$ cat config.mk
export PLATFORM = sky130hd
export DESIGN_NAME = dqs_window_cal
export DESIGN_NICKNAME = d
export VERILOG_FILES = /design/src/rtl/dqs_window_cal.sv
export SDC_FILE = /design/constraint.sdc
export NUM_CORES = 1
export LEC_CHECK = 0
export ABC_AREA = 1
export CORE_MARGIN = 2
export CORE_UTILIZATION = 55
export DETAILED_ROUTE_END_ITERATION = 16
export PLACE_DENSITY = 0.81
export SKIP_CTS_REPAIR_TIMING = 1
export SYNTH_ARGS = -nofsm -noshare
export SYNTH_HDL_FRONTEND = slang
export SYNTH_SLANG_ARGS = --single-unit
$ cat constraint.sdc
create_clock -name clk -period 4.5 [get_ports clk]
set_clock_uncertainty 0.2 [all_clocks]
set_input_delay 0.45 -clock clk [delete_from_list [all_inputs] [get_ports clk]]
set_output_delay 0.45 -clock clk [all_outputs]
set_load 0.01 [all_outputs]
$ cat src/rtl/dqs_window_cal.sv
module dqs_window_cal #(
  parameter int LANES = 2,
  localparam int LCW = $clog2(LANES + 1),
  localparam int WORD_W = 8 * LANES,
  localparam int LIDX = (LANES > 1) ? $clog2(LANES) : 1
) (
  input  logic              clk,
  input  logic              rst_n,
  input  logic              start_i,
  input  logic [LCW-1:0]    lanes_i,
  input  logic [7:0]        dll_i,
  input  logic              trial_ack_i,
  input  logic              trial_pass_i,
  output logic              trial_req_o,
  output logic [WORD_W-1:0] trial_word_o,
  output logic [1:0]        trial_bias_o,
  output logic              busy_o,
  output logic              done_o,
  output logic [WORD_W-1:0] delay_o,
  output logic              sr_hold_o,
  output logic [LANES-1:0]  gate_clr_o
);

  localparam logic [WORD_W-1:0] INIT_WORD = {LANES{8'h74}};

  typedef enum logic [2:0] {S_IDLE, S_SETUP, S_TRIAL, S_GAP, S_CENTRE} st_t;
  typedef enum logic [1:0] {P_MAXC, P_MAXF, P_MINC, P_MINF} ph_t;

  st_t st;
  ph_t ph;
  logic [3:0] v, cmax, fmax, cmin, fmin, clim, flim;
  logic [LIDX-1:0] lane;
  logic [LCW-1:0] nl;
  logic [WORD_W-1:0] cur;
  logic done_q;

  logic [3:0] cand_c, cand_f, start_v, end_v;
  logic [WORD_W-1:0] word;
  logic last, fail;
  logic [4:0] csum, fsum, ff5;
  logic [3:0] cen_c, cen_f, r_maxf;
  logic [LCW-1:0] nl_in;

  assign busy_o       = (st != S_IDLE);
  assign done_o       = done_q;
  assign delay_o      = cur;
  assign sr_hold_o    = busy_o;
  assign trial_req_o  = (st == S_TRIAL);
  assign trial_word_o = word;
  assign trial_bias_o = (ph == P_MAXC || ph == P_MAXF) ? 2'd3 : 2'd1;
  assign last         = (v == end_v);
  assign fail         = !trial_pass_i;

  assign nl_in = (lanes_i == '0) ? LCW'(1) :
                 (lanes_i > LCW'(LANES)) ? LCW'(LANES) : lanes_i;

  for (genvar g = 0; g < LANES; g++) begin : g_gate
    assign gate_clr_o[g] = busy_o && (LCW'(g) < nl);
  end

  always_comb begin
    case (ph)
      P_MAXC:  begin cand_c = v;    cand_f = 4'd15; start_v = 4'd7;  end_v = 4'd15; end
      P_MAXF:  begin cand_c = cmax; cand_f = v;     start_v = 4'd0;  end_v = 4'd15; end
      P_MINC:  begin cand_c = v;    cand_f = 4'd0;  start_v = 4'd6;  end_v = clim;  end
      default: begin cand_c = cmin; cand_f = v;     start_v = 4'd15; end_v = flim;  end
    endcase
  end

  always_comb begin
    word = cur;
    for (int i = 0; i < LANES; i++)
      if (i == int'(lane)) word[8*i +: 8] = {cand_c, cand_f};
  end

  always_comb begin
    csum = {1'b0, cmax} + {1'b0, cmin};
    fsum = {1'b0, fmax} + {1'b0, fmin};
    ff5  = {2'b00, csum[0], 2'b00} + {1'b0, fsum[4:1]};
    if (ff5 >= 5'd16) begin
      cen_c = csum[4:1] + 4'd1;
      cen_f = 4'(ff5 - 5'd8);
    end else begin
      cen_c = csum[4:1];
      cen_f = ff5[3:0];
    end
  end

  assign r_maxf = fail ? ((v == 4'd0) ? 4'd0 : v - 4'd1) : 4'd15;

  always_ff @(posedge clk) begin
    if (!rst_n) begin
      st <= S_IDLE; ph <= P_MAXC; v <= '0; lane <= '0; nl <= LCW'(1);
      cmax <= '0; fmax <= '0; cmin <= '0; fmin <= '0; clim <= '0; flim <= '0;
      cur <= INIT_WORD; done_q <= 1'b0;
    end else begin
      done_q <= 1'b0;
      case (st)
        S_IDLE: if (start_i) begin
          cur  <= INIT_WORD;
          lane <= '0;
          ph   <= P_MAXC;
          nl   <= nl_in;
          clim <= (dll_i[7:4] <= 4'd8) ? 4'd8 - dll_i[7:4] : 4'd0;
          flim <= (dll_i[3:0] <= 4'd8) ? 4'd8 - dll_i[3:0] : 4'd0;
          st   <= S_SETUP;
        end
        S_SETUP: begin
          v <= start_v;
          if (ph == P_MINC && clim > 4'd6) begin
            cmin <= clim;
            ph   <= P_MINF;
          end else begin
            st <= S_TRIAL;
          end
        end
        S_GAP: st <= S_TRIAL;
        S_TRIAL: if (trial_ack_i) begin
          if (fail || last) begin
            case (ph)
              P_MAXC: cmax <= fail ? ((v == 4'd7) ? 4'd7 : v - 4'd1) : 4'd15;
              P_MAXF: if (r_maxf == 4'd0) begin
                        cmax <= cmax - 4'd1;
                        fmax <= 4'd15;
                      end else begin
                        fmax <= r_maxf - 4'd1;
                      end
              P_MINC: cmin <= fail ? ((v == 4'd6) ? 4'd6 : v + 4'd1) : clim;
              default: fmin <= fail ? ((v == 4'd15) ? 4'd15 : v + 4'd1) : flim;
            endcase
            if (ph == P_MINF) st <= S_CENTRE;
            else begin
              ph <= ph_t'(ph + 2'd1);
              st <= S_SETUP;
            end
          end else begin
            v  <= (ph == P_MAXC || ph == P_MAXF) ? v + 4'd1 : v - 4'd1;
            st <= S_GAP;
          end
        end
        S_CENTRE: begin
          for (int i = 0; i < LANES; i++)
            if (i == int'(lane)) cur[8*i +: 8] <= {cen_c, cen_f};
          if (LCW'(lane) + LCW'(1) < nl) begin
            lane <= lane + LIDX'(1);
            ph   <= P_MAXC;
            st   <= S_SETUP;
          end else begin
            st     <= S_IDLE;
            done_q <= 1'b1;
          end
        end
        default: st <= S_IDLE;
      endcase
    end
  end


  req_hold_chk: assert property (@(posedge clk) disable iff (!rst_n)
    trial_req_o && !trial_ack_i |=> trial_req_o && $stable(trial_word_o) && $stable(trial_bias_o));


  req_gap_chk: assert property (@(posedge clk) disable iff (!rst_n)
    trial_req_o && trial_ack_i |=> !trial_req_o);


  bias_code_chk: assert property (@(posedge clk) disable iff (!rst_n)
    trial_req_o |-> (trial_bias_o == 2'd1 || trial_bias_o == 2'd3));


  start_ignored_chk: assert property (@(posedge clk) disable iff (!rst_n)
    busy_o && start_i |=> busy_o || done_o);


  done_pulse_chk: assert property (@(posedge clk) disable iff (!rst_n)
    done_o |=> !done_o);


  done_end_chk: assert property (@(posedge clk) disable iff (!rst_n)
    $fell(busy_o) |-> done_o);


  coarse_floor_chk: assert property (@(posedge clk) disable iff (!rst_n)
    trial_req_o && ph == P_MINC |-> v >= clim);

endmodule

==> results.txt <==
The run finished with clean final reports. After global routing, the most crowded layer is met2. IR analysis of the VDD net gives a maximum drop of 230 uV.

The starting utilization of the core area is 56.3%. The number of clock sinks came out at 53. The number of buffers created by CTS came out at 5. The total detailed-routing wirelength is 9860 um. Counting every instance in the synthesized netlist gives 562. After floorplanning, the core was sized to cover 0.00672 sq mm.

The post-synthesis net count is 603. The root buffer cell chosen for the clock tree is clkbuf_8. The highest attainable clock frequency came out at 299 MHz. During I/O placement, the number of pins put on the boundary was 55.

In this run, distinct cell masters in the synthesized netlist total 46. The total negative slack for setup checks is 0 ns. The first global-routing pass estimated 16300 um of wire.

The met2 usage in global routing came out at 43.8%. The clock transition time at the flip-flop clock pins of the worst setup and hold paths is 0.10 ns. The sequential element share of the synthesized area came out at 28.1%. After Yosys synthesis, full adders, half adders and majority gates account for 9.00% of the synthesized area. The via count of the first global-routing pass came to 3473. Combinational cells account for 53.0% of the total power. The maximum number of buffers from clock root to sink came out at 2.

In this run the worst hold path is classified as reg -> reg. Buffers placed on the I/O ports in this run total 52. The proportion of power drawn by flip-flops and latches is 31.9%.

The worst setup path is captured at an output port. The filler cells instantiated in the layout total 609. From left edge to right edge, the die measures 86.9 um. The post-route minimum period came out at 3.34 ns. The total via count in the routed design came out at 3817. The vias per cell came out at 5.59. The layout overhead on the synthesized area is 15.4%.

The largest family of logic cells by synthesized area is simple AND/OR/NAND/NOR gates. STA classifies the critical path startpoint as a flop. Once detailed placement completed, the half-perimeter wirelength came to 7600 um. The count of H-tree levels built during CTS came out at 2. At the end of routability-driven placement, the weighted congestion stood at 0.906.

In this design, the stage delay of the slowest critical-path cell is 0.57 ns. The sequential cell area is 0.00106 sq mm. Multiplexer cells account for 0% of the synthesized area. The count of flip-flops with a built-in enable after synthesis came out at 0. The final hold violation count came out at 0. The number of pins with negative max-slew slack in the final report is 0.

The synthesized netlist occupies a cell area of 0.00378 sq mm. The count of antenna diodes in the layout came out at 0. Setup repair after global routing left no endpoint under its margin.

Global routing finished with a remaining overflow of 0. The post-synthesis xor/xnor area fraction is 2.32%. The synthesized netlist devotes 17.7% of its cell area to compound gates. The initialized floorplan defines 30 standard-cell rows. The slowest stage of the critical path is the clkdlybuf4s50_1 cell.

The switching component of the power is 831 uW. The residual antenna-violating net count after detailed routing is 0. The proportion of power drawn by the clock network is 15.1%. The worst pin sits at a relative slew slack of 45.9%.

Dividing total power by cell area gives a power density of 429 mW/mm^2. The synthesized area per cell came out at 6.73 sq um. The TritonCTS clock tree is yes. The switching share of power is 44.4%. The count of TritonRoute iterations in the first routing pass came out at 5. The max-capacitance violation count came out at 0.

The highest net fanout along the worst path is 11. In this run, the number of DRC markers left after iteration 0 of detailed routing was 232. The fraction of final layout cells sized beyond drive strength 1 came out at 8.29%. Walking the worst path, the cells encountered are inv_1 -> ha_1 -> inv_1 -> o221ai_1 -> o21ai_0 -> o21ai_0 -> clkdlybuf4s50_1. The final core utilization came out at 65.0%. The warning count from the yosys run is 0. The number of antenna violations at the first check in global routing is 0. The number of nets at the end of the flow is 643.

The detailed-route DRC error count came out at 0. The source-to-sink clock delay at the later pin of the worst-skew pair is 0.31 ns. Of the total synthesized cell area, the portion taken by AND, OR, NAND and NOR gates is 32.4%. Among all flip-flop cells after synthesis, the most frequent one is dfxtp_1. Counting flops with an async set or reset pin after synthesis yields a share of 0%. The measured slew at the worst slew-check pin is 0.808 ns. The met1 track utilization from global routing came out at 36.8%. The die covers 0.00756 sq mm. The cell leakage power came out at 0.00200 uW. The mean routed wirelength per cell came out at 14.4 um.

Of the available clock period, the critical path in the final layout requires 74.2%. The signal arrival time at the worst endpoint came out at 2.69 ns. The largest net degree at the start of global routing came out at 33.

Setup violations remaining at the end of the flow were counted as 0. For met3 alone, demand over resource in global routing was 3.89%. The register bit count reported by yosys came out at 53. The worst setup path is of the reg -> out kind. The overall track demand over capacity in global routing came out at 26.8%. The area of the multi-input gates is 0.00232 sq mm. The die is 86.9 um tall. The required time reported for the critical path endpoint came out at 3.85 ns. The design internal power came out at 1040 uW.
-- area by class of cell --
class	count	share of cell area (%)
Sequential cell	53	24.3
Tap cell	80	2.29
Inverter	69	5.99
Timing Repair Buffer	53	12.1
Multi-Input combinational cell	420	53.2
Clock buffer	5	1.58
Clock inverter	3	0.487
-- registers in the layout (all words and copies together) (netlist names), 4 cells and up --
register and count:
delay_o 16, v 4, cmax 4, fmax 4, fmin 4, cmin 4, flim 4, clim 4
-- critical path: cells and delay by family (launching register included) --
kind,cells,cell delay (ns)
adder cells (fa/ha/maj),1,0.46
buffers and inverters,3,0.95
AO/OA/AOI/OAI,3,0.60
flip-flops,1,0.36
-- through the flow --
step                      setup slack (ns)  power, uW  instance area (sq um)  std cells  hold slack, ns
after floorplan                       2.18       1260                   3780        562           0.225
after global placement                1.60       1560                   4270        675           0.238
after detailed placement              1.54       1580                   4270        675           0.249
after CTS                             1.17       1870                   4360        683           0.264
after global routing                 0.913       2020                   4360        683           0.291
final                                 1.16       1870                   4360        683           0.261
-- placed cells by master (no fill, tap or decap), types with 3 or more instances in the layout --
| master | n |
|---|---|
| a211oi_1 | 5 |
| a21o_1 | 3 |
| a21oi_1 | 38 |
| clkbuf_8 | 5 |
| clkdlybuf4s50_1 | 52 |
| dfxtp_1 | 53 |
| ha_1 | 24 |
| inv_1 | 57 |
| inv_2 | 11 |
| nand2_1 | 144 |
| nand2_2 | 3 |
| nand3_1 | 37 |
| nand3_2 | 5 |
| nand4_1 | 11 |
| nor2_1 | 47 |
| nor2_2 | 3 |
| nor2_4 | 4 |
| o211ai_1 | 3 |
| o21ai_0 | 44 |
| o221ai_1 | 3 |
| o22ai_1 | 7 |
| or2_2 | 3 |
| xnor2_1 | 3 |
| xor2_1 | 7 |
-- cell families after synthesis --
kind of cell             Yosys count
AO/OA/AOI/OAI                    116
flip-flops                        53
AND/OR/NAND/NOR                  267
adder cells (fa/ha/maj)           26
buffers and inverters             89
other                              1
XOR/XNOR                          10
-- Yosys cell counts (all sizes together) (6+ instances only) --
cell / number / area share [%]
ha: 24 / 7.9
dfxtp: 53 / 28
nor2: 55 / 6.9
a21oi: 39 / 5.3
inv: 69 / 6.9
o22ai: 7 / 1.2
buf: 13 / 2.9
nand4: 11 / 1.8
or2: 6 / 1.1
nand2: 149 / 15
o21ai: 46 / 6.1
xor2: 7 / 1.6
clkbuf: 7 / 0.69
nand3: 43 / 6.7
-- power by group through the flow --
stage | Clock (uW) | Combinational (uW) | Sequential [uW]
6_report | 282 | 992 | 598
5_1_grt | 308 | 1100 | 604
3_5_place_dp | 0 | 975 | 606
4_1_cts | 289 | 983 | 595
3_3_place_gp | 0 | 956 | 603
2_1_floorplan | 0 | 670 | 590
-- worst paths after layout --
path | to | slack (ns) | start | cells after the start
worst max register to register | cmax[1] | 1.76 | v[0] | 13
worst max-delay path | trial_word_o[6] | 1.16 | ph[1] | 7
worst min-delay path | fmin[3] | 0.26 | fmin[3] | 2
worst min register to register | fmin[3] | 0.26 | fmin[3] | 2
-- per-layer routing --
layer	part of all wire, %	up-vias
li1	-	1928
met1	46	1768
met2	48	108
met3	5.1	13
met4	1.4	0
met5	0	-
No activity file was read; power rests on OpenSTA's default activity.
